**config.mk**
```make
export PLATFORM = sky130hd
export DESIGN_NAME = prescaler_div89
export DESIGN_NICKNAME = d
export VERILOG_FILES = /design/src/rtl/prescaler_div89.sv
export SDC_FILE = /design/constraint.sdc
export NUM_CORES = 1
export LEC_CHECK = 0
export BUFFER_PORTS_ARGS = -buffer_cell sky130_fd_sc_hd__buf_4
export CAP_MARGIN = 20
export CELL_PAD_IN_SITES_DETAIL_PLACEMENT = 1
export CELL_PAD_IN_SITES_GLOBAL_PLACEMENT = 1
export CORE_AREA = 3 3 40 42
export DETAILED_ROUTE_END_ITERATION = 8
export DIE_AREA = 0 0 43 45
export GPL_TIMING_DRIVEN = 1
export PLACE_DENSITY_LB_ADDON = 0.25
export SYNTH_ARGS = -nofsm -noshare
export SYNTH_HDL_FRONTEND = slang
export SYNTH_SLANG_ARGS = --single-unit
```
**constraint.sdc**
```tcl
create_clock -name clk_in -period 2.7 [get_ports clk_in]
set_clock_uncertainty 0.1 [all_clocks]
set_input_delay 0.54 -clock clk_in [delete_from_list [all_inputs] [get_ports clk_in]]
set_output_delay 0.54 -clock clk_in [all_outputs]
set_load 0.005 [all_outputs]
```
**src/rtl/prescaler_div89.sv**
```systemverilog
module prescaler_div89 (
  input  logic clk_in,
  input  logic rst,
  input  logic mod_sel,
  output logic clk_out
);

  logic q1, q2, q3, tg;
  logic stretch, core_tick;

  assign stretch   = mod_sel & ~tg;
  assign core_tick = q2 & ~q1;

  always_ff @(posedge clk_in) begin
    if (rst) begin
      q1 <= 1'b0;
      q2 <= 1'b0;
      q3 <= 1'b0;
      tg <= 1'b0;
    end else begin
      q1 <= ~(q2 | q3);
      q2 <= q1;
      q3 <= ~(~q2 | ~stretch);
      tg <= tg ^ core_tick;
    end
  end

  assign clk_out = ~tg;

endmodule


```
==> metrics.md <==
| Metric | Value |
|---|---|
| Final WS setup | `1292 ps` |
| Ys Warns | `0` |
| Max-Cap Viols | `0` |
| R2r endpoint | `tg$_SDFF_PP0_` |
| Tcrit/Tclk final | `52.15%` |
| Total vias in the final route | `99` |
| GPL Wtd Cong | `0.5717` |
| Fillers | `152` |
| Reg2reg setup slack | `1710 ps` |
| Register area share after synthesis | `55.65%` |
| Highest clock rate | `0.7102 GHz` |
| Diode count | `0` |
| Row cnt | `13` |
| Global Route Usage Sum | `3.661%` |
| CTS sink cnt | `4` |
| Syn avg cell area | `11.99 µm²` |
| Worst-path fanout max | `4` |
| Syn Std Cell Area | `143.9 µm²` |
| Count of final setup violators | `0` |
| Setup TNS | `0 ps` |
| Worst R2R Path Depth | `2` |
| CTS Buf Count | `3` |
| IO Port Bufs | `3` |
| Count leader, synth | `dfxtp_1` |
| Hold path startpoint | `q3$_SDFF_PP0_` |
| Crit path required time | `2060 ps` |
| R2R Path Start | `q2$_SDFF_PP0_` |
| Pwr dens | `724.5 nW/µm²` |
| Htree depth | `1` |
| Post-synth top area share | `55.65%` |
| Kind of critical path | `reg -> out` |
| Initial Util | `11.20%` |
| Critical path arrival | `770 ps` |
| Global-route wire length before repair | `407 µm` |
| Worst setup EP type | `primary output` |
| Cts hold-fix bufs | `0` |
| Min-Delay Path Depth | `1` |
| Die Height | `45 µm` |
| Layout cells sized above 1 | `44.44%` |
| Postcts setup bufs | `0` |
| RSZ-0062 raised after global routing | `false` |
| Drt drc | `0` |
| CTS clk-pin slew, worst paths | `40 ps` |
| Synth-to-layout area growth | `44.35%` |
| Lkg Pwr | `0.00008445 µW` |
| Clock buffer depth | `2` |
| IO Pins | `4` |
| EDFF count, synth | `0` |
| Area leader, netlist | `dfxtp_1` |
| Total Wirelength | `255 µm` |
| Rel. slew slack | `86.38%` |
| Cells after synthesis | `12` |
| Antenna violations before repair | `0` |
| CTS tree | `yes` |
| Most common library cells after synthesis | `dfxtp_1 (4), nor2b_1 (2)` |
| Setup crit start kind | `flip-flop` |
| Fin. Hold Viols | `0` |
| Hold Path Class | `reg -> reg` |
| Pin count of the biggest net entering global routing | `6` |
| Final slew viol count | `0` |
| Async S/R FF share, synth | `0%` |
| Area occupied by registers | `80.08 µm²` |
| Hold WS | `303.4 ps` |
| Global route overflow | `0` |
| Hold endpoint | `q1$_SDFF_PP0_` |
| Flip-flop and latch count after synthesis | `4` |
| DP Worst Slack | `1523 ps` |
| Vias in the first global route | `105` |
| Core Footprint | `1285 µm²` |
| DR vias/cell | `3.000` |
| Number of routed nets with antenna violations | `0` |
| Starting DRC count in detailed routing | `0` |
| 1st-pass router iterations | `1` |
| Status | `finished, final reports clean` |
| Die area | `1935 µm²` |
| Synth unique cells | `8` |
| Multi-input gate area | `60.06 µm²` |
| Die width | `43 µm` |
| Final #Nets | `23` |
| Per-cell routed wire length | `7.727 µm` |
| Primary FF master, synth | `dfxtp_1` |
| Tmin final | `1408 ps` |
| CTS root buffer | `clkbuf_4` |
| Gates resized, CTS repair | `0` |
| Worst skew pair latency | `230 ps` |
| Largest cells by area after synthesis | `dfxtp_1 (56%), mux2_4 (10%), nor2b_4 (9.6%)` |
| Maximum VDD drop | `132.9 µV` |
| Syn nets | `15` |
| Worst-margin pin slew | `201.5 ps` |
worst max path at each step:
stage                  start            end
2_1_floorplan            rst  tg$_SDFF_PP0_
3_3_place_gp             rst  q3$_SDFF_PP0_
3_5_place_dp             rst  tg$_SDFF_PP0_
4_1_cts        tg$_SDFF_PP0_        clk_out
5_1_grt        tg$_SDFF_PP0_        clk_out
6_report       tg$_SDFF_PP0_        clk_out
sequential cells by signal (all words and copies together), names as in the netlist:
register	count
q1	1
q2	1
q3	1
tg	1
worst max-delay path, stage by stage (launching register included):
cell,delay [ps]
dfxtp_1,360
inv_1,50
buf_4,130
final cells by class:
class | instances | share of cell area, %
timing repair buffer | 3 | 10.84
inverter | 1 | 1.807
tap | 15 | 9.036
clock buffer | 3 | 10.84
multi-input combinational | 7 | 28.92
sequential | 4 | 38.55
routing by layer:
| metal | up-vias | part of all wire [%] | GRT usage (%) |
|---|---|---|---|
| li1 | 52 | - | - |
| met1 | 44 | 45 | 3.365 |
| met2 | 3 | 45 | 3.593 |
| met3 | 0 | 10 | 3.586 |
| met4 | 0 | 0 | 5.422 |
| met5 | - | 0 | 0 |
layout by cell type (no fill, tap or decap):
| cell type | synthesis | routed |
|---|---|---|
| inv_1 | 1 | 1 |
| mux2_4 | 1 | 1 |
| clkbuf_4 | 0 | 3 |
| nor3_1 | 1 | 1 |
| nor2b_1 | 2 | 2 |
| nor2_1 | 1 | 1 |
| dfxtp_1 | 4 | 4 |
| nor4bb_1 | 1 | 1 |
| nor2b_4 | 1 | 1 |
| buf_4 | 0 | 3 |
metrics by stage:
stage / cells / utilization, % / power (µW) / instance area [µm²]
after floorplan: 12 / - / 72.40 / 143.9
after global placement: 30 / 14.41 / 77.78 / 185.2
after detailed placement: 30 / 14.41 / 78.04 / 185.2
after CTS: 33 / 16.16 / 155.6 / 207.7
after global routing: 33 / 16.16 / 160.4 / 207.7
final: 33 / 16.16 / 150.5 / 207.7
power by group:
group / internal [µW] / leakage [µW] / switching (µW)
sequential: 63.0 / 0.0000330 / 2.75
clock: 49.7 / 0.0000138 / 23.8
combinational: 7.82 / 0.0000377 / 3.43
total: 120 / 0.0000844 / 30.0
cell families after synthesis:
family                 Yosys count  share of synthesized area [%]
multiplexers                     1                          10.43
AND/OR/NAND/NOR                  6                          31.30
flip-flops                       4                          55.65
buffers and inverters            1                          2.606
Power figures use the tool's default switching activity.
